**config.mk**
```make
export PLATFORM = sky130hd
export DESIGN_NAME = ivtimer_top
export DESIGN_NICKNAME = d
export VERILOG_FILES = /design/src/rtl/ivt_pkg.sv /design/src/rtl/ivt_regfile.sv /design/src/rtl/ivt_down_counter.sv /design/src/rtl/ivt_irq_latch.sv /design/src/rtl/ivtimer_top.sv
export SDC_FILE = /design/constraint.sdc
export NUM_CORES = 1
export LEC_CHECK = 0
export CORE_MARGIN = 2
export CORE_UTILIZATION = 57
export DETAILED_ROUTE_END_ITERATION = 8
export DONT_BUFFER_PORTS = 1
export PLACE_DENSITY_LB_ADDON = 0.12
export REMOVE_ABC_BUFFERS = 1
export SLEW_MARGIN = 10
export SYNTH_ARGS = -nofsm -noshare
export SYNTH_HDL_FRONTEND = slang
export SYNTH_SLANG_ARGS = --single-unit
```
**constraint.sdc**
```tcl
create_clock -name clk -period 2.2 [get_ports clk]
set_clock_uncertainty 0.05 [all_clocks]
set_input_delay 0.22 -clock clk [delete_from_list [all_inputs] [get_ports clk]]
set_output_delay 0.22 -clock clk [all_outputs]
set_load 0.05 [all_outputs]
```
**src/rtl/ivt_pkg.sv**
```systemverilog
package ivt_pkg;
  localparam int unsigned OFF_CTRL   = 0;
  localparam int unsigned OFF_RELOAD = 1;
  localparam int unsigned OFF_COUNT  = 2;
  localparam int unsigned OFF_PEND   = 3;
  localparam int unsigned OFF_MASK   = 4;
  localparam int unsigned NUM_REQ    = 2;
  localparam int unsigned REQ_HI     = 0;
  localparam int unsigned REQ_LO     = 1;
endpackage

```
**src/rtl/ivt_regfile.sv**
```systemverilog
module ivt_regfile import ivt_pkg::*; #(
  parameter int unsigned W      = 32,
  parameter int unsigned ADDR_W = 3
) (
  input  logic              clk,
  input  logic              rst_n,
  input  logic              wr_en,
  input  logic [ADDR_W-1:0] addr,
  input  logic [W-1:0]      wdata,
  output logic [W-1:0]      rdata,
  input  logic [W-1:0]      cnt_i,
  input  logic [NUM_REQ-1:0] pend_i,
  output logic              run_o,
  output logic [W-1:0]      reload_o,
  output logic [NUM_REQ-1:0] mask_o,
  output logic              cnt_wr_o,
  output logic [NUM_REQ-1:0] clr_o
);
  function automatic logic hit(input logic [ADDR_W-1:0] a, input int unsigned off);
    return a == ADDR_W'(off);
  endfunction

  logic              run_q;
  logic [W-1:0]      reload_q;
  logic [NUM_REQ-1:0] mask_q;

  always_ff @(posedge clk) begin
    if (!rst_n) begin
      run_q    <= 1'b0;
      reload_q <= '0;
      mask_q   <= '0;
    end else if (wr_en) begin
      if (hit(addr, OFF_CTRL))   run_q    <= wdata[0];
      if (hit(addr, OFF_RELOAD)) reload_q <= wdata;
      if (hit(addr, OFF_MASK))   mask_q   <= wdata[NUM_REQ-1:0];
    end
  end

  assign cnt_wr_o = wr_en && hit(addr, OFF_COUNT);
  assign clr_o    = (wr_en && hit(addr, OFF_PEND)) ? wdata[NUM_REQ-1:0] : '0;
  assign run_o    = run_q;
  assign reload_o = reload_q;
  assign mask_o   = mask_q;

  always_comb begin
    rdata = '0;
    if (hit(addr, OFF_CTRL))   rdata[0] = run_q;
    if (hit(addr, OFF_RELOAD)) rdata = reload_q;
    if (hit(addr, OFF_COUNT))  rdata = cnt_i;
    if (hit(addr, OFF_PEND))   rdata[NUM_REQ-1:0] = pend_i;
    if (hit(addr, OFF_MASK))   rdata[NUM_REQ-1:0] = mask_q;
  end


  reload_write_chk: assert property (@(posedge clk) disable iff (!rst_n)
    (wr_en && hit(addr, OFF_RELOAD)) |=> (reload_o == $past(wdata)));
endmodule

```
**src/rtl/ivt_down_counter.sv**
```systemverilog
module ivt_down_counter #(
  parameter int unsigned W = 32
) (
  input  logic         clk,
  input  logic         rst_n,
  input  logic         run_i,
  input  logic         load_i,
  input  logic [W-1:0] load_val_i,
  input  logic [W-1:0] reload_i,
  output logic [W-1:0] cnt_o,
  output logic         expire_o
);
  function automatic logic at_zero(input logic [W-1:0] c);
    return c == '0;
  endfunction

  function automatic logic [W-1:0] step(input logic [W-1:0] c, input logic [W-1:0] p);
    return at_zero(c) ? p : c - W'(1);
  endfunction

  logic [W-1:0] cnt_q;
  logic         load_ok;

  assign load_ok = load_i && !run_i;

  always_ff @(posedge clk) begin
    if (!rst_n)       cnt_q <= '0;
    else if (run_i)   cnt_q <= step(cnt_q, reload_i);
    else if (load_ok) cnt_q <= load_val_i;
  end

  assign cnt_o    = cnt_q;
  assign expire_o = run_i && at_zero(cnt_q);


  dec_step_chk: assert property (@(posedge clk) disable iff (!rst_n)
    (run_i && cnt_q != '0) |=> (cnt_q == $past(cnt_q) - W'(1)));

  hold_idle_chk: assert property (@(posedge clk) disable iff (!rst_n)
    (!run_i && !load_i) |=> $stable(cnt_q));

  reload_zero_chk: assert property (@(posedge clk) disable iff (!rst_n)
    expire_o |=> (cnt_q == $past(reload_i)));

  single_pulse_chk: assert property (@(posedge clk) disable iff (!rst_n)
    (expire_o && reload_i != '0 && $stable(run_i)) |=> !expire_o);
endmodule

```
**src/rtl/ivt_irq_latch.sv**
```systemverilog
module ivt_irq_latch import ivt_pkg::*; (
  input  logic               clk,
  input  logic               rst_n,
  input  logic               set_i,
  input  logic [NUM_REQ-1:0] clr_i,
  input  logic [NUM_REQ-1:0] mask_i,
  output logic [NUM_REQ-1:0] pend_o,
  output logic [NUM_REQ-1:0] irq_o
);
  logic [NUM_REQ-1:0] pend_q;

  for (genvar g = 0; g < NUM_REQ; g++) begin : g_req
    always_ff @(posedge clk) begin
      if (!rst_n) pend_q[g] <= 1'b0;
      else        pend_q[g] <= (pend_q[g] && !clr_i[g]) || set_i;
    end
    assign irq_o[g] = pend_q[g] && mask_i[g];


    sticky_chk: assert property (@(posedge clk) disable iff (!rst_n)
      (pend_q[g] && !clr_i[g]) |=> pend_q[g]);

    clear_chk: assert property (@(posedge clk) disable iff (!rst_n)
      (clr_i[g] && !set_i) |=> !pend_q[g]);
  end

  assign pend_o = pend_q;


  both_set_chk: assert property (@(posedge clk) disable iff (!rst_n)
    set_i |=> (pend_q == '1));
endmodule

```
**src/rtl/ivtimer_top.sv**
```systemverilog
module ivtimer_top import ivt_pkg::*; #(
  parameter int unsigned W      = 32,
  parameter int unsigned ADDR_W = 3
) (
  input  logic              clk,
  input  logic              rst_n,
  input  logic              wr_en,
  input  logic [ADDR_W-1:0] addr,
  input  logic [W-1:0]      wdata,
  output logic [W-1:0]      rdata,
  output logic              irq_hi,
  output logic              irq_lo,
  output logic              expire
);
  logic               run_w;
  logic [W-1:0]       reload_w;
  logic [W-1:0]       cnt_w;
  logic [NUM_REQ-1:0] mask_w;
  logic [NUM_REQ-1:0] pend_w;
  logic [NUM_REQ-1:0] clr_w;
  logic [NUM_REQ-1:0] irq_w;
  logic               cnt_wr_w;
  logic               expire_w;

  ivt_regfile #(.W(W), .ADDR_W(ADDR_W)) u_regs (
    .clk(clk), .rst_n(rst_n), .wr_en(wr_en), .addr(addr), .wdata(wdata),
    .rdata(rdata), .cnt_i(cnt_w), .pend_i(pend_w), .run_o(run_w),
    .reload_o(reload_w), .mask_o(mask_w), .cnt_wr_o(cnt_wr_w), .clr_o(clr_w)
  );

  ivt_down_counter #(.W(W)) u_cnt (
    .clk(clk), .rst_n(rst_n), .run_i(run_w), .load_i(cnt_wr_w),
    .load_val_i(wdata), .reload_i(reload_w), .cnt_o(cnt_w), .expire_o(expire_w)
  );

  ivt_irq_latch u_irq (
    .clk(clk), .rst_n(rst_n), .set_i(expire_w), .clr_i(clr_w),
    .mask_i(mask_w), .pend_o(pend_w), .irq_o(irq_w)
  );

  assign irq_hi = irq_w[REQ_HI];
  assign irq_lo = irq_w[REQ_LO];
  assign expire = expire_w;


  busy_load_ignored_chk: assert property (@(posedge clk) disable iff (!rst_n)
    (cnt_wr_w && run_w && cnt_w != '0) |=> (cnt_w == $past(cnt_w) - W'(1)));
endmodule

```
==> flow_summary.ini, run 1 <==
[run_status]
outcome = finished, violations left
violations = negative setup slack

[final_layout]
antenna_cells = 0
layout.nets = 711
layout-drive-gt1-share = 0.213
area_growth_pct = 33.9
fin_util = 0.786
fin_area_um2 = 5700
final.fill_count = 504

[detailed_routing]
wire_per_inst_um = 18.5
drt-total-wl_um = 14300
drcViolationCount = 0
first_pass_iters = 6
postRouteAntennaNets = 0
vias = 4894
drt_iter0_drc = 469
viasPerCell = 6.32

[clock_tree]
cts.sinks = 69
cts_max_path_buffers = 2
cts_root_buf = clkbuf_8
h-tree-depth = 3
cts_buffers = 9
path_clk_slew_ps = 80
worstSkewPairLatency_ps = 360
cts_tree = yes

[setup_path]
r2r_setup_slack_ps = 0
cp-end-kind = output port
worstPathMaxFanout = 4
worstSetupPathType = flip-flop to output port
critical-path-max-stage-delay_ps = 440
worstSetupStartpointType = flip-flop
slowest_stage = or3_4
cp.required_ps = 1930
cp_data_arrival_time_ps = 1960
r2r-end = u_cnt.cnt_o[25]$_SDFFE_PN0P_
crit_path_cell_trace = nor4_4, nand4_4, or3_4, nor2_8, buf_12
worstRegToRegCells = 9
rr_startpoint = u_cnt.cnt_o[18]$_SDFFE_PN0P_

[synthesis]
synth_cell_types = 57
ys_ff_latch = 69
ys_seq_area_frac = 0.325
synth_area_leaders = dfxtp_1 (32%), nand2_1 (11%), a21oi_1 (6.8%)
syn_area_um2 = 4260
synthAdderAreaFrac = 0.00588
syn_area_per_cell_um2 = 7.38
synth_top_area_frac = 0.325
yosys-top-cells-count = nand2_1 (124), dfxtp_1 (69), a21oi_1 (58)
async_flop_share = 0
synth_top_area_cell = dfxtp_1
synthMuxAreaShare = 0.0406
ys_warn_count = 0
synthCells = 577
ys.flop_type = dfxtp_1
synth.most_common_cell = nand2_1
synth_xor_xnor_area_share = 0.0288
synth_edf_count = 0
synth_compound_area_frac = 0.247
synth_top_family_by_area = simple AND/OR/NAND/NOR gates
synthSimpleGateAreaFrac = 0.295

[worst_hold_path]
min_to = u_cnt.cnt_o[14]$_SDFFE_PN0P_
hp-start = wdata[14]
hold_depth = 2
hp-class = input pin to flip-flop

[timing]
fin_crit_sh = 1.01
slew_viol_final = 0
relSlewSlack = 0.532
worst_slack_ps = -27.9
fmax_mhz = 449
finalSetupViolCount = 2
worstMarginPinSlew_ps = 700
setup_tns_ps = -31.5
final_hold_viol_count = 0
fin_crit_ps = 2230
rsz0062_at_grt = yes

[placement]
place_congestion = 0.975
hpwl_um = 8920
dpl_worst_slack_ps = 76.0
io_buffers = 0
post_dp_cell_area_um2 = 5010

[power]
power-per-cell-area_nw_per_um2 = 643
power_frac_comb = 0.344
switching_share = 0.337
p_switching_w = 0.00124
p_int_w = 0.00243
p_seq_frac = 0.365
clkPwrFrac = 0.291
p_leak_nw = 2.36
worst_ir_drop_vdd_mv = 0.447

[global_routing]
grt_pass1_vias = 4600
gr-total-overflow = 0
grt_antenna_before_repair = 0
grt_pass1_wl_um = 22900
grt_max_degree = 42
grt.total_usage = 0.348

[floorplanning]
start_util = 0.587
rows = 31
die_area_um2 = 8170
ios = 73
fp.dieW_um = 90.4
die_h_um = 90.4
core-area_um2 = 7250

[run]
maxCapViolCount = 0
[critical path: cells and delay by family, from the launching register on]
family	cells	cell delay (ps)
AND/OR/NAND/NOR	4	1120
buffers and inverters	1	140
flip-flops	1	340
[worst max path at each step]
stage                     cells after the start  slack (ps)                         endpoint                         start
after floorplan                               5       -1270  u_regs.reload_o[0]$_SDFFE_PN0P_                       addr[0]
after global placement                        8         130     u_cnt.cnt_o[25]$_SDFFE_PN0P_   u_cnt.cnt_o[8]$_SDFFE_PN0P_
after detailed placement                      7          80                           expire   u_cnt.cnt_o[1]$_SDFFE_PN0P_
after CTS                                     5           1                           expire  u_cnt.cnt_o[28]$_SDFFE_PN0P_
after global routing                          5         -80                           expire  u_cnt.cnt_o[18]$_SDFFE_PN0P_
final                                         5         -30                           expire  u_cnt.cnt_o[18]$_SDFFE_PN0P_
[cell type report]
cell class	count	area [µm²]	area share
Clock inverter	4	47.5	0.00834
Clock buffer	11	151	0.0266
Timing Repair Buffer	131	1270	0.223
Sequential cell	69	1380	0.243
Tap cell	99	124	0.0217
Multi-Input combinational cell	454	2700	0.473
Inverter	6	22.5	0.00395
[stage by stage]
step           std cells  hold slack [ps]  total power [W]
3_3_place_gp         714              307          0.00241
3_5_place_dp         714              313          0.00244
5_1_grt              774             33.7          0.00381
6_report             774             8.27          0.00366
2_1_floorplan        529              298          0.00205
4_1_cts              768             1.39          0.00358
[power groups by stage]
| stage | clock network (W) | logic (W) | registers [W] |
|---|---|---|---|
| finish | 0.00107 | 0.00126 | 0.00134 |
| global route | 0.00112 | 0.00135 | 0.00134 |
| CTS | 0.00107 | 0.00118 | 0.00133 |
| detailed placement | 0 | 0.00108 | 0.00136 |
| global placement | 0 | 0.00105 | 0.00136 |
| floorplan | 0 | 0.000682 | 0.00136 |
[routing by layer]
layer / vias up / global-route usage / share of wire
li1: 2244 / - / -
met1: 2291 / 0.428 / 0.39
met2: 300 / 0.593 / 0.48
met3: 59 / 0.0601 / 0.096
met4: 0 / 0.159 / 0.030
met5: - / 0 / 0
[state kept, by name (all words and copies together) (netlist names)]
register	cells
u_regs.run_o	1
u_irq.pend_o	2
u_cnt.cnt_o	32
u_regs.reload_o	32
u_regs.mask_o	2
[repair_timing]
action,4_1_cts,5_1_grt
setup buffers,5,6
pin swaps,5,6
hold buffers,34,0
gates resized for setup,5,11
endpoints found under the setup margin,1,13
cloned,0,0
hold endpoints to repair,54,0
[placed cells by master (no fill, tap or decap), drive strengths merged, types with 2 or more instances in the layout]
| cell type | Yosys | layout |
|---|---|---|
| and2 | 3 | 3 |
| nand2 | 125 | 125 |
| o31ai | 3 | 3 |
| nor4 | 10 | 10 |
| nor2 | 55 | 55 |
| dfxtp | 69 | 69 |
| o221ai | 6 | 6 |
| a311oi | 3 | 3 |
| inv | 5 | 5 |
| xnor2 | 7 | 7 |
| o22ai | 6 | 6 |
| nor3 | 18 | 18 |
| a21oi | 58 | 58 |
| xor2 | 7 | 7 |
| mux2i | 15 | 15 |
| o21ai | 39 | 39 |
| nand4 | 10 | 10 |
| a22o | 31 | 31 |
| nor3b | 3 | 3 |
| or3 | 7 | 7 |
| ha | 2 | 2 |
| clkinv | 1 | 3 |
| nand3 | 14 | 14 |
| nand3b | 2 | 2 |
| buf | 12 | 97 |
| dlygate4sd3 | 0 | 34 |
| and3 | 4 | 4 |
| a31oi | 9 | 9 |
| clkbuf | 36 | 11 |
| a221o | 3 | 3 |
[kinds of logic (layout without fill, tap and decap cells)]
logic type	count (synthesis)	after routing
multiplexers	16	16
XOR/XNOR	14	14
AO/OA/AOI/OAI	164	164
flip-flops	69	69
adder cells (fa/ha/maj)	2	2
buffers and inverters	54	152
AND/OR/NAND/NOR	258	258
(Power assumes the default switching activity.)
==> inputs of run 2 (changes only) <==
CORE_UTILIZATION = 30   (was 57)
CTS_BUF_LIST = sky130_fd_sc_hd__clkbuf_8   (was not set)
==> flow_summary.ini, run 2 (same netlist as run 1, synthesis figures left out) <==
[run_status]
outcome = finished, violations left
violations = negative setup slack

[floorplanning]
die_h_um = 123
die_area_um2 = 15200
core-area_um2 = 13900
rows = 43
start_util = 0.307
fp.dieW_um = 123
ios = 73

[global_routing]
grt_antenna_before_repair = 0
grt_pass1_vias = 4637
grt_max_degree = 42
grt.total_usage = 0.213
grt_pass1_wl_um = 24600
gr-total-overflow = 0

[clock_tree]
cts_root_buf = clkbuf_8
cts.sinks = 69
h-tree-depth = 3
cts_tree = yes
path_clk_slew_ps = 80
cts_buffers = 9
worstSkewPairLatency_ps = 370
cts_max_path_buffers = 2

[timing]
finalSetupViolCount = 1
worst_slack_ps = -57.5
final_hold_viol_count = 0
fmax_mhz = 443
setup_tns_ps = -57.5
rsz0062_at_grt = yes
whs_ps = 23.5
slew_viol_final = 0
fin_crit_ps = 2260
relSlewSlack = 0.399
worstMarginPinSlew_ps = 898
fin_crit_sh = 1.03

[final_layout]
fin_util = 0.407
final_cell_mix = nand2_1 (124), buf_4 (103), dfxtp_1 (67)
area_growth_pct = 32.6
regArea_um2 = 1380
layout-drive-gt1-share = 0.224
antenna_cells = 0
multi_input_area_um2 = 2700
layout.nets = 718
fin_area_um2 = 5640
final.fill_count = 1474
layout_commonest_cell = nand2_1

[run]
maxCapViolCount = 0

[detailed_routing]
drt_iter0_drc = 234
drcViolationCount = 0
vias = 4624
viasPerCell = 5.36
first_pass_iters = 5
postRouteAntennaNets = 0
drt-total-wl_um = 15700
wire_per_inst_um = 18.2

[placement]
io_buffers = 0
place_congestion = 0.841
post_dp_cell_area_um2 = 5020
hpwl_um = 10500
dpl_worst_slack_ps = -5.89

[worst_hold_path]
hp-class = input pin to flip-flop
hp-start = wdata[16]

[setup_path]
cp_data_arrival_time_ps = 1990
worstRegToRegCells = 8
worstPathMaxFanout = 5
r2r_setup_slack_ps = 80
cp-end-kind = output port
r2r-end = u_cnt.cnt_o[29]$_SDFFE_PN0P_
critical-path-max-stage-delay_ps = 450
crit_path_end = expire
worstSetupStartpointType = flip-flop
crit_path_cell_trace = nor4_4, nand4_4, or3_4, nor2_8, buf_12
worstSetupPathType = flip-flop to output port
cp-startpoint = u_cnt.cnt_o[18]$_SDFFE_PN0P_
rr_startpoint = u_cnt.cnt_o[0]$_SDFFE_PN0P_
cp.required_ps = 1930
slowest_stage = or3_4

[power]
worst_ir_drop_vdd_mv = 0.311
power-per-cell-area_nw_per_um2 = 628
p_leak_nw = 2.35
==> run 2: cell count changes in the layout (fill, tap and decap cells not counted), sizes merged <==
cell,before,now
buf,97,104
bufinv,1,0
clkinv,3,6
clkinvlp,1,0
==> run 2: layer usage <==
layer	up-vias	global-route usage	wire (µm)
met3	17	0.0554	833
met4	0	0.0568	213
met2	127	0.352	7350
li1	2262	-	-
met5	-	0	0
met1	2218	0.275	7280
==> run 2: worst min path at each step <==
| stage | endpoint | slack, ps | depth (start not counted) |
|---|---|---|---|
| detailed placement | u_regs.reload_o[28]$_SDFFE_PN0P_ | 310 | 2 |
| CTS | u_cnt.cnt_o[16]$_SDFFE_PN0P_ | 0.6 | 2 |
| floorplan | u_cnt.cnt_o[2]$_SDFFE_PN0P_ | 300 | 2 |
| global route | u_cnt.cnt_o[16]$_SDFFE_PN0P_ | 30 | 2 |
| global placement | u_regs.reload_o[31]$_SDFFE_PN0P_ | 310 | 2 |
| finish | u_cnt.cnt_o[16]$_SDFFE_PN0P_ | 20 | 2 |
==> run 2: repair_timing <==
action | in CTS | in global routing
hold endpoints to repair | 57 | 0
setup endpoints to repair | 3 | 16
pin swaps | 4 | 7
buffers inserted | 2 | 4
gates cloned | 0 | 0
hold buffers | 34 | 0
resized for setup | 5 | 10
==> run 2: where the power goes <==
group          switching, W  internal, W  leakage, nW
sequential        0.0000391      0.00129        0.560
combinational      0.000691     0.000544         1.69
clock              0.000518     0.000461       0.0986
==> run 2: critical path, delay by kind of cell (launching register included) <==
family	cells	cell delay, ps
buffers and inverters	1	140
flip-flops	1	340
AND/OR/NAND/NOR	4	1130
==> run 2: area by class of cell <==
class,instances,area share
repair buffers,138,0.201
clock buffers,11,0.0268
flip-flops and latches,69,0.245
multi-input cells,454,0.479
clock inverters,5,0.00443
inverters,6,0.00399
well taps,180,0.0399
==> run 2: per-stage QoR <==
step,total power [W],instances
after floorplan,0.00205,529
after global placement,0.00245,807
after detailed placement,0.00246,807
after CTS,0.00354,859
after global routing,0.00377,863
final,0.00354,863
